[config.mk]
export PLATFORM = sky130hd
export DESIGN_NAME = ide_identify_seq
export DESIGN_NICKNAME = d
export VERILOG_FILES = /design/src/rtl/ide_seq_pkg.sv /design/src/rtl/ide_status_judge.sv /design/src/rtl/ide_wait_timer.sv /design/src/rtl/ide_sector_buf.sv /design/src/rtl/ide_identify_seq.sv
export SDC_FILE = /design/constraint.sdc
export NUM_CORES = 2
export LEC_CHECK = 0
export BUFFER_PORTS_ARGS = -buffer_cell sky130_fd_sc_hd__buf_2
export CAP_MARGIN = 20
export CORE_UTILIZATION = 40
export DETAILED_ROUTE_END_ITERATION = 6
export GPL_TIMING_DRIVEN = 1
export SYNTH_ARGS = -nofsm -noshare
export SYNTH_HDL_FRONTEND = slang
export SYNTH_SLANG_ARGS = --single-unit
[constraint.sdc]
create_clock -name clk -period 7.5 [get_ports clk]
set_input_delay 1.875 -clock clk [delete_from_list [all_inputs] [get_ports clk]]
set_output_delay 1.875 -clock clk [all_outputs]
set_load 0.02 [all_outputs]
[src/rtl/ide_seq_pkg.sv]
package ide_seq_pkg;

  // register addresses decoded by the device
  localparam logic [2:0] REG_DATA  = 3'd0;
  localparam logic [2:0] REG_ERR   = 3'd1;
  localparam logic [2:0] REG_DEV   = 3'd6;
  localparam logic [2:0] REG_STCMD = 3'd7;

  // status bit positions
  localparam int ST_BSY  = 7;
  localparam int ST_DRDY = 6;
  localparam int ST_DRQ  = 3;
  localparam int ST_ERR  = 0;

  localparam logic [7:0] CMD_IDENTIFY = 8'hEC;

  typedef enum logic [3:0] {
    S_IDLE, S_SEL, S_ST0, S_ER0, S_POLL, S_CMD,
    S_WAITQ, S_XFER, S_ST1, S_ER1, S_DONE
  } seq_state_t;

  typedef enum logic [2:0] {
    E_NONE        = 3'd0,
    E_EARLY_DRQ   = 3'd1,
    E_BAD_STATUS  = 3'd2,
    E_RDY_TIMEOUT = 3'd3,
    E_DRQ_TIMEOUT = 3'd4
  } seq_err_t;

  typedef enum logic [1:0] {
    V_WAIT, V_GO, V_FAULT
  } verdict_t;

endpackage

[src/rtl/ide_status_judge.sv]
module ide_status_judge
  import ide_seq_pkg::*;
(
  input  logic [7:0] status,
  input  logic       after_cmd,
  output verdict_t   verdict
);

  logic bsy, drdy, drq, erb;
  assign bsy  = status[ST_BSY];
  assign drdy = status[ST_DRDY];
  assign drq  = status[ST_DRQ];
  assign erb  = status[ST_ERR];

  always_comb begin
    if (!after_cmd) begin
      if (bsy || !drdy) verdict = V_WAIT;
      else if (drq)     verdict = V_FAULT;
      else              verdict = V_GO;
    end else begin
      if (bsy)              verdict = V_WAIT;
      else if (drq && !erb) verdict = V_GO;
      else                  verdict = V_FAULT;
    end
  end

endmodule

[src/rtl/ide_wait_timer.sv]
module ide_wait_timer #(
  parameter int TIMEOUT = 100000
) (
  input  logic clk,
  input  logic rst,
  input  logic run,
  output logic last
);

  localparam int CW = $clog2(TIMEOUT + 1);

  logic [CW-1:0] cnt;

  always_ff @(posedge clk) begin
    if (rst || !run)                      cnt <= '0;
    else if (cnt != CW'(TIMEOUT - 1))     cnt <= cnt + 1'b1;
  end

  assign last = run && (cnt == CW'(TIMEOUT - 1));

endmodule

[src/rtl/ide_sector_buf.sv]
module ide_sector_buf #(
  parameter int WORDS = 256,
  parameter int DW    = 16
) (
  input  logic                     clk,
  input  logic                     we,
  input  logic [$clog2(WORDS)-1:0] waddr,
  input  logic [DW-1:0]            wdata,
  input  logic [$clog2(WORDS)-1:0] raddr,
  input  logic                     rswap,
  output logic [DW-1:0]            rdata
);

  localparam int HW = DW / 2;

  logic [DW-1:0] mem [WORDS];
  logic [DW-1:0] q;
  logic          swap_q;

  always_ff @(posedge clk) begin
    if (we) mem[waddr] <= wdata;
  end

  always_ff @(posedge clk) begin
    q      <= mem[raddr];
    swap_q <= rswap;
  end

  assign rdata = swap_q ? {q[HW-1:0], q[DW-1:HW]} : q;

endmodule

[src/rtl/ide_identify_seq.sv]
module ide_identify_seq
  import ide_seq_pkg::*;
#(
  parameter int         WORDS   = 256,
  parameter int         TIMEOUT = 100000,
  parameter logic [7:0] DEV_SEL = 8'hA0,
  localparam int        AW      = $clog2(WORDS)
) (
  input  logic          clk,
  input  logic          rst,
  input  logic          start,
  input  logic          ack,
  output logic          busy_o,
  output logic          done_o,
  output logic          err_o,
  output logic [2:0]    err_code,
  output logic [2:0]    tf_addr,
  output logic          tf_rd,
  output logic          tf_wr,
  output logic [15:0]   tf_wdata,
  input  logic [15:0]   tf_rdata,
  output logic [7:0]    init_status,
  output logic [7:0]    init_error,
  output logic [7:0]    fin_status,
  output logic [7:0]    fin_error,
  input  logic [AW-1:0] buf_addr,
  input  logic          buf_swap,
  output logic [15:0]   buf_data
);

  seq_state_t st, nxt;
  seq_err_t   err_q, abort_code;
  logic       abort;
  verdict_t   verdict;
  logic       wait_run, wait_last;
  logic [AW-1:0] wcnt;

  ide_status_judge u_judge (
    .status    (tf_rdata[7:0]),
    .after_cmd (st == S_WAITQ),
    .verdict   (verdict)
  );

  assign wait_run = (st == S_POLL) || (st == S_WAITQ);

  ide_wait_timer #(.TIMEOUT(TIMEOUT)) u_timer (
    .clk  (clk),
    .rst  (rst),
    .run  (wait_run),
    .last (wait_last)
  );

  ide_sector_buf #(.WORDS(WORDS), .DW(16)) u_buf (
    .clk   (clk),
    .we    (st == S_XFER),
    .waddr (wcnt),
    .wdata (tf_rdata),
    .raddr (buf_addr),
    .rswap (buf_swap),
    .rdata (buf_data)
  );

  // next state and abort decision
  always_comb begin
    nxt        = st;
    abort      = 1'b0;
    abort_code = E_NONE;
    unique case (st)
      S_IDLE:  if (start) nxt = S_SEL;
      S_SEL:   nxt = S_ST0;
      S_ST0:   nxt = S_ER0;
      S_ER0:   nxt = S_POLL;
      S_POLL: begin
        if (verdict == V_GO) nxt = S_CMD;
        else if (verdict == V_FAULT) begin
          abort = 1'b1; abort_code = E_EARLY_DRQ;
        end else if (wait_last) begin
          abort = 1'b1; abort_code = E_RDY_TIMEOUT;
        end
      end
      S_CMD:   nxt = S_WAITQ;
      S_WAITQ: begin
        if (verdict == V_GO) nxt = S_XFER;
        else if (verdict == V_FAULT) begin
          abort = 1'b1; abort_code = E_BAD_STATUS;
        end else if (wait_last) begin
          abort = 1'b1; abort_code = E_DRQ_TIMEOUT;
        end
      end
      S_XFER:  if (wcnt == AW'(WORDS - 1)) nxt = S_ST1;
      S_ST1:   nxt = S_ER1;
      S_ER1:   nxt = S_DONE;
      S_DONE:  if (ack) nxt = S_IDLE;
      default: nxt = S_IDLE;
    endcase
    if (abort) nxt = S_ER1;
  end

  // bus strobes decoded from the next state so they leave a register
  logic       n_rd, n_wr;
  logic [2:0] n_addr;
  logic [7:0] n_wdata;

  always_comb begin
    n_rd    = 1'b0;
    n_wr    = 1'b0;
    n_addr  = REG_DATA;
    n_wdata = 8'h00;
    unique case (nxt)
      S_SEL:   begin n_wr = 1'b1; n_addr = REG_DEV;   n_wdata = DEV_SEL;      end
      S_CMD:   begin n_wr = 1'b1; n_addr = REG_STCMD; n_wdata = CMD_IDENTIFY; end
      S_ST0, S_POLL, S_WAITQ, S_ST1:
               begin n_rd = 1'b1; n_addr = REG_STCMD; end
      S_ER0, S_ER1:
               begin n_rd = 1'b1; n_addr = REG_ERR;   end
      S_XFER:  begin n_rd = 1'b1; n_addr = REG_DATA;  end
      default: ;
    endcase
  end

  always_ff @(posedge clk) begin
    if (rst) begin
      st       <= S_IDLE;
      tf_rd    <= 1'b0;
      tf_wr    <= 1'b0;
      tf_addr  <= REG_DATA;
      tf_wdata <= '0;
      busy_o   <= 1'b0;
      done_o   <= 1'b0;
      err_o    <= 1'b0;
      err_q    <= E_NONE;
    end else begin
      st       <= nxt;
      tf_rd    <= n_rd;
      tf_wr    <= n_wr;
      tf_addr  <= n_addr;
      tf_wdata <= {8'h00, n_wdata};
      busy_o   <= (nxt != S_IDLE) && (nxt != S_DONE);
      done_o   <= (nxt == S_DONE);
      if (st == S_IDLE && start) err_q <= E_NONE;
      else if (abort)            err_q <= abort_code;
      err_o    <= (nxt == S_DONE) && (err_q != E_NONE);
    end
  end

  assign err_code = err_q;

  // captured register values
  always_ff @(posedge clk) begin
    if (rst) begin
      init_status <= '0;
      init_error  <= '0;
      fin_status  <= '0;
      fin_error   <= '0;
    end else begin
      if (st == S_ST0)          init_status <= tf_rdata[7:0];
      if (st == S_ER0)          init_error  <= tf_rdata[7:0];
      if (st == S_ST1 || abort) fin_status  <= tf_rdata[7:0];
      if (st == S_ER1)          fin_error   <= tf_rdata[7:0];
    end
  end

  always_ff @(posedge clk) begin
    if (rst || st != S_XFER) wcnt <= '0;
    else                     wcnt <= wcnt + 1'b1;
  end

endmodule

[After elaboration in Yosys (flattened, before gate mapping)]
Memory sizes are Yosys's and may differ from the RTL's. A register that Yosys moved wholly into a read port is not among the register bits.
Cells that the tools add are included.
Operators by class
  reduce and logical (&&, ||, !) cells: 22
  $add $sub $neg: 2
  eq/ne operators: 27
  muxes and demuxes: 30
Operators with widths (number)
  case mux 4 bit (11 select lines): 1
  equality test 4 x 3 -> 1 bit (second input constant): 8
  equality test 4 bit (second input constant): 6
  two-way mux 4 bit: 6
  adder 17 x 1 -> 17 bit (second input constant): 1
  equality test 17 bit (second input constant): 1
  != test 17 bit (second input constant): 1
  equality test 4 x 2 -> 1 bit (second input constant): 4
  two-way mux 16 bit: 1
  two-way mux 2 bit: 8
  case mux 8 bit (2 select lines): 1
  two-way mux 3 bit: 3
  case mux 3 bit (3 select lines): 1
  adder 8 x 1 -> 8 bit (second input constant): 1
  equality test 4 x 1 -> 1 bit (second input constant): 2
  equality test 8 bit (second input constant): 1
  two-way mux 1 bit: 8
  OR reduction 2 bit: 4
  OR reduction 7 bit: 1
  case mux 3 bit (2 select lines): 1
  logical AND 1 bit: 5
  logical OR 1 bit: 5
  OR reduction 5 bit: 1
  logical NOT 4 bit: 1
  7 further kinds: 9
Word-level totals
  memories: 1
  word-level logic and storage cells: 99
  memory bits (writable): 4096
  bits of input ports: 29
  bits in registers: 89
  output and inout bits: 75
Memory list
  u_buf.mem: depth 256, width 16, read ports 1, clocked after memory_dff 1, wr ports 1, RTL line ide_sector_buf.sv:16  | logic [DW-1:0] mem [WORDS];

[Depth between registers and ports, before layout]
  depth in word-level cells: 13
  mapped depth: 12
  mapped depth without buffers: 8

[By module]
A second synthesis with hierarchy kept.
Unflattened totals
  cell total of the unflattened synthesis: 7778
  area, all modules: 162407.0 um2
Modules (own cells, without submodules)
  ide_sector_buf: times used 1, area each 159168.9 um2, sequential area each 123338.3 um2, cells an instance 7413
  ide_identify_seq: times used 1, area each 2304.7 um2, sequential area each 1101.1 um2, cells an instance 259
  ide_wait_timer: times used 1, area each 874.6 um2, sequential area each 340.3 um2, cells an instance 99
  ide_status_judge: times used 1, area each 58.8 um2, sequential area each 0.0 um2, cells an instance 7

[Worst setup path before layout]
No wires, ideal clock.
  kind: input -> register
  from: in buf_addr[0]
  to: reg u_buf.q[11], read port of u_buf.mem
  library setup time: 0.116 ns
  arrival: 3.859 ns
  cell stages on the path: 8
  required time: 7.384 ns
  path slack: 3.526 ns
  path buffers: 3
  cells stage by stage: buf_6 buf_2 buf_4 mux4_2 mux4_2 a22oi_1 nand3_1 and3_1
RTL lines
  start, declared: RTL line ide_identify_seq.sv:26  | input logic [AW-1:0] buf_addr,
  end, declared: RTL line ide_sector_buf.sv:17  | logic [DW-1:0] q;

==> reports/metrics.yaml <==
die:
  core_region_mm2: 0.4029
  die_height_um: 638.4
  floorplan.initialDensity_pct: 40.21
  die_area_mm2: 0.4075
  pin_count: 104
  core.rowCount: 233
  die_w_um: 638.4
worst_hold_path:
  hold_start: "init_status[1]"
  worstHoldPathType: "flop to flop"
  min_delay_worst_endpoint: "init_status[1]"
  holdPathStages: 2
finish:
  fin_util_pct: 45.84
  register_area_mm2: 0.1248
  leading_cell_type_in_the_layout_fill_and_taps_excluded: "sky130_fd_sc_hd__edfxtp_1"
  area_growth_pct: 14.01
  final_cell_mix: "4096 x sky130_fd_sc_hd__edfxtp_1, 864 x sky130_fd_sc_hd__mux4_2, 599 x sky130_fd_sc_hd__mux2i_1"
  multi_input_comb_area_mm2: 0.03474
  num-nets-final: 8254
  filler_cell_count: 33470
  layout-drive-gt1-share_pct: 24.22
synth:
  synth-adder-area-share_pct: 0.03862
  post_synth_and_or_nand_nor_area_fraction_pct: 2.591
  syn_area_mm2: 0.1620
  synth-main-ff-cell: "sky130_fd_sc_hd__edfxtp_1"
  synth.top_cell.area_share_pct: 75.93
  synth_seq_cells: 4185
  share_of_synthesized_registers_carrying_an_async_set_or_reset_pct: 0
  synth_xor_area_share_pct: 0.1189
  netlist_top_cells_area: "sky130_fd_sc_hd__edfxtp_1 76%, sky130_fd_sc_hd__mux4_2 12%, sky130_fd_sc_hd__mux2i_1 3.7%"
  post_synth_inst_count: 7753
  synth.distinct_cells: 63
  yosys_warnings: 0
  post_synth_mux_area_share_pct: 15.93
  synth_edf_count: 4096
  avgSynthCellArea_um2: 20.89
  share_of_the_synthesized_area_in_compound_gates_ao_oa_aoi_oai_pct: 2.638
  synth_seq_area_share_pct: 77.03
  main_combinational_cell_family_by_area_after_synthesis: "multiplexers"
  synth_area_leader_cell: "sky130_fd_sc_hd__edfxtp_1"
power:
  irDropWorstVdd_mv: 0.2027
  cellLeakagePower_uw: 0.05864
  power.density_cell_area_mw_per_mm2: 265.9
critical_path:
  critical_path.most_common_cell: "sky130_fd_sc_hd__mux4_2"
  critical-path-max-stage-delay_ns: 0.74
  ff2ff_path_depth: 5
  critPathRequiredTime_ns: 8.38
  worst_path_dominant_cell_family: "buffers and inverters"
  rrSetupSlack_ns: 3.38
  timing.critical_path.arrival_ns: 6.03
  worst-path-buf-inv: 3
  setup.worst_path.class: "input pin to flop"
  worst-path-max-fanout: 88
  timing.rr.start: "wcnt[2]"
  critical_path.endpoint_type: "flop"
  crit_path_cell_trace: "buf_8 -> buf_4 -> buf_12 -> mux4_2 -> mux4_2 -> a22oi_1 -> nand3_1 -> and4_1"
  worst_setup_path_start_kind: "input pin"
  critPathSlowestCell: "sky130_fd_sc_hd__buf_4"
  rr_endpoint: "u_buf.mem[38][15]"
grt:
  antenna_found_initial: 33
  overflow_left_after_global_routing: 0
  first_global_vias: 80630
  grt_total_usage_pct: 21.09
  grt_max_degree: 192
  grt_first_pass_wirelength_mm: 616.1
clock_tree:
  clock_insertion_delay_worst_skew_ns: 0.99
  cts_num_sinks: 4185
  post_cts.repair.setup_buffers: 0
  cts.reportedPaths.clkPinSlew_ns: 0.06
  cts_inserted_buffers: 422
  clock_tree_from_tritoncts: "done"
  cts_root_buffer: "sky130_fd_sc_hd__clkbuf_16"
  cts.repair.resized: 0
  cts.htree.levels: 5
  cts_hold_buffers: 0
  clock_path_buffers: 4
placement:
  gp_routability_congestion: 0.8840
  portBuffers: 92
  dpl.hpwl_mm: 256.6
timing:
  setup_tns_after_final_layout_ns: 0
  slew_headroom_pct: 18.70
  worstMarginPinSlew_ns: 1.220
  max_freq_ghz: 0.1942
  layout_worst_path_cycle_share_pct: 68.67
  worst_clock_skew_ns: 0.06173
  timing.final.setup_violations: 0
  finalWorstPathRequiredPeriod_ns: 5.150
  hold_viol_final: 0
  unrepaired_setup_endpoints_after_global_routing: "false"
  timing_max_transition_violations_final: 0
job:
  maxCapViolations: 0
routing:
  first_iter_violations: 10200
  route.detailed.wl_per_inst_um: 31.22
  routed_wl_mm: 438.1
  drtAntennaViolNets: 0
  drt_pass1_iterations: 7
  via_count: 81430
  routed_via_density: 5.803
  remaining_routing_drc_violations: 2
outcome:
  violations: "DRC"
  outcome: "finished, violations left"
-- report_power, final --
| group | leakage [uW] | switching (uW) | internal (uW) | total (uW) |
|---|---|---|---|---|
| Clock | 0.00676 | 8890 | 12100 | 21000 |
| Sequential | 0.0375 | 65.7 | 25700 | 25800 |
| Combinational | 0.0144 | 1560 | 795 | 2360 |
-- area by class of cell --
type	instances	area share (%)
antenna	40	0.05420
tap	5405	3.662
clock buffer	543	6.144
timing repair buffer	517	2.391
multi-input combinational	3084	18.81
inverter	10	0.02574
sequential	4185	67.56
clock inverter	249	1.348
-- flip-flops by register name (all words and copies together) (netlist names), 2 cells and up --
name	flops
wcnt	8
u_buf.q	16
tf_wdata	2
fin_error	8
init_error	8
st	4
fin_status	8
u_buf.mem	4096
init_status	8
tf_addr	2
u_timer.cnt	17
err_code	3
-- per-stage QoR --
stage	setup slack (ns)	hold slack (ns)	area, um2	total power [uW]	cells
2_1_floorplan	3.526	0.4536	162000	27470	7763
3_3_place_gp	1.277	0.4429	170500	28580	13190
3_5_place_dp	1.436	0.4459	170700	28620	13200
4_1_cts	2.494	0.4563	184500	49410	13990
5_1_grt	2.360	0.4743	184600	50350	14010
6_report	2.350	0.4546	184700	49110	14030
-- worst min-delay path: cells and delay by family (launching register included) --
family,cells,cell delay [ns]
and+or+nand+nor,1,0.05
AOI/OAI and AO/OA,1,0.05
DFF,1,0.31
-- worst max path at each step --
stage,startpoint,end,depth (start not counted)
6_report,buf_addr[1],u_buf.q[4],8
5_1_grt,buf_addr[1],u_buf.q[4],8
4_1_cts,buf_addr[0],u_buf.q[2],8
3_5_place_dp,buf_addr[0],u_buf.q[2],8
3_3_place_gp,buf_addr[1],u_buf.q[0],9
2_1_floorplan,buf_addr[0],u_buf.q[11],8
-- routing by layer --
metal	vias to the layer above	wire, um	track usage, %
met2	3948	211400	34.26
met1	43450	174000	28.97
li1	33350	-	-
met4	10	15660	6.996
met5	-	66	0
met3	671	36980	3.645
-- cells in the mapped netlist (5+ instances only) --
master and instances:
sky130_fd_sc_hd__a221oi_1 6, sky130_fd_sc_hd__and4_1 12, sky130_fd_sc_hd__o221ai_1 180, sky130_fd_sc_hd__nand4_1 11, sky130_fd_sc_hd__and3_1 5, sky130_fd_sc_hd__edfxtp_1 4096, sky130_fd_sc_hd__a21oi_1 82, sky130_fd_sc_hd__nand2_1 220
sky130_fd_sc_hd__dfxtp_1 89, sky130_fd_sc_hd__a211oi_1 32, sky130_fd_sc_hd__nor2b_1 14, sky130_fd_sc_hd__inv_1 8, sky130_fd_sc_hd__a22oi_1 32, sky130_fd_sc_hd__nand2b_1 7, sky130_fd_sc_hd__o22ai_1 170, sky130_fd_sc_hd__nor3b_1 14
sky130_fd_sc_hd__nor2_1 375, sky130_fd_sc_hd__nand3_1 106, sky130_fd_sc_hd__buf_1 42, sky130_fd_sc_hd__and2_1 5, sky130_fd_sc_hd__buf_6 53, sky130_fd_sc_hd__buf_2 78, sky130_fd_sc_hd__mux4_2 864, sky130_fd_sc_hd__or3_1 13
sky130_fd_sc_hd__xnor2_1 11, sky130_fd_sc_hd__mux2_2 31, sky130_fd_sc_hd__o21a_1 12, sky130_fd_sc_hd__mux2i_1 599, sky130_fd_sc_hd__nor3_1 95, sky130_fd_sc_hd__ha_1 5, sky130_fd_sc_hd__clkbuf_1 239, sky130_fd_sc_hd__xor2_1 11
sky130_fd_sc_hd__o21ai_0 71, sky130_fd_sc_hd__a21boi_0 15, sky130_fd_sc_hd__buf_8 5, sky130_fd_sc_hd__buf_4 65, sky130_fd_sc_hd__nor4_1 41
-- logic make-up after synthesis --
family | count (synthesis)
AO/OA/AOI/OAI | 616
XOR/XNOR | 22
adder cells (fa/ha/maj) | 5
buffers and inverters | 494
flip-flops | 4185
multiplexers | 1494
other | 1
AND/OR/NAND/NOR | 936
(Power assumes the default switching activity.)
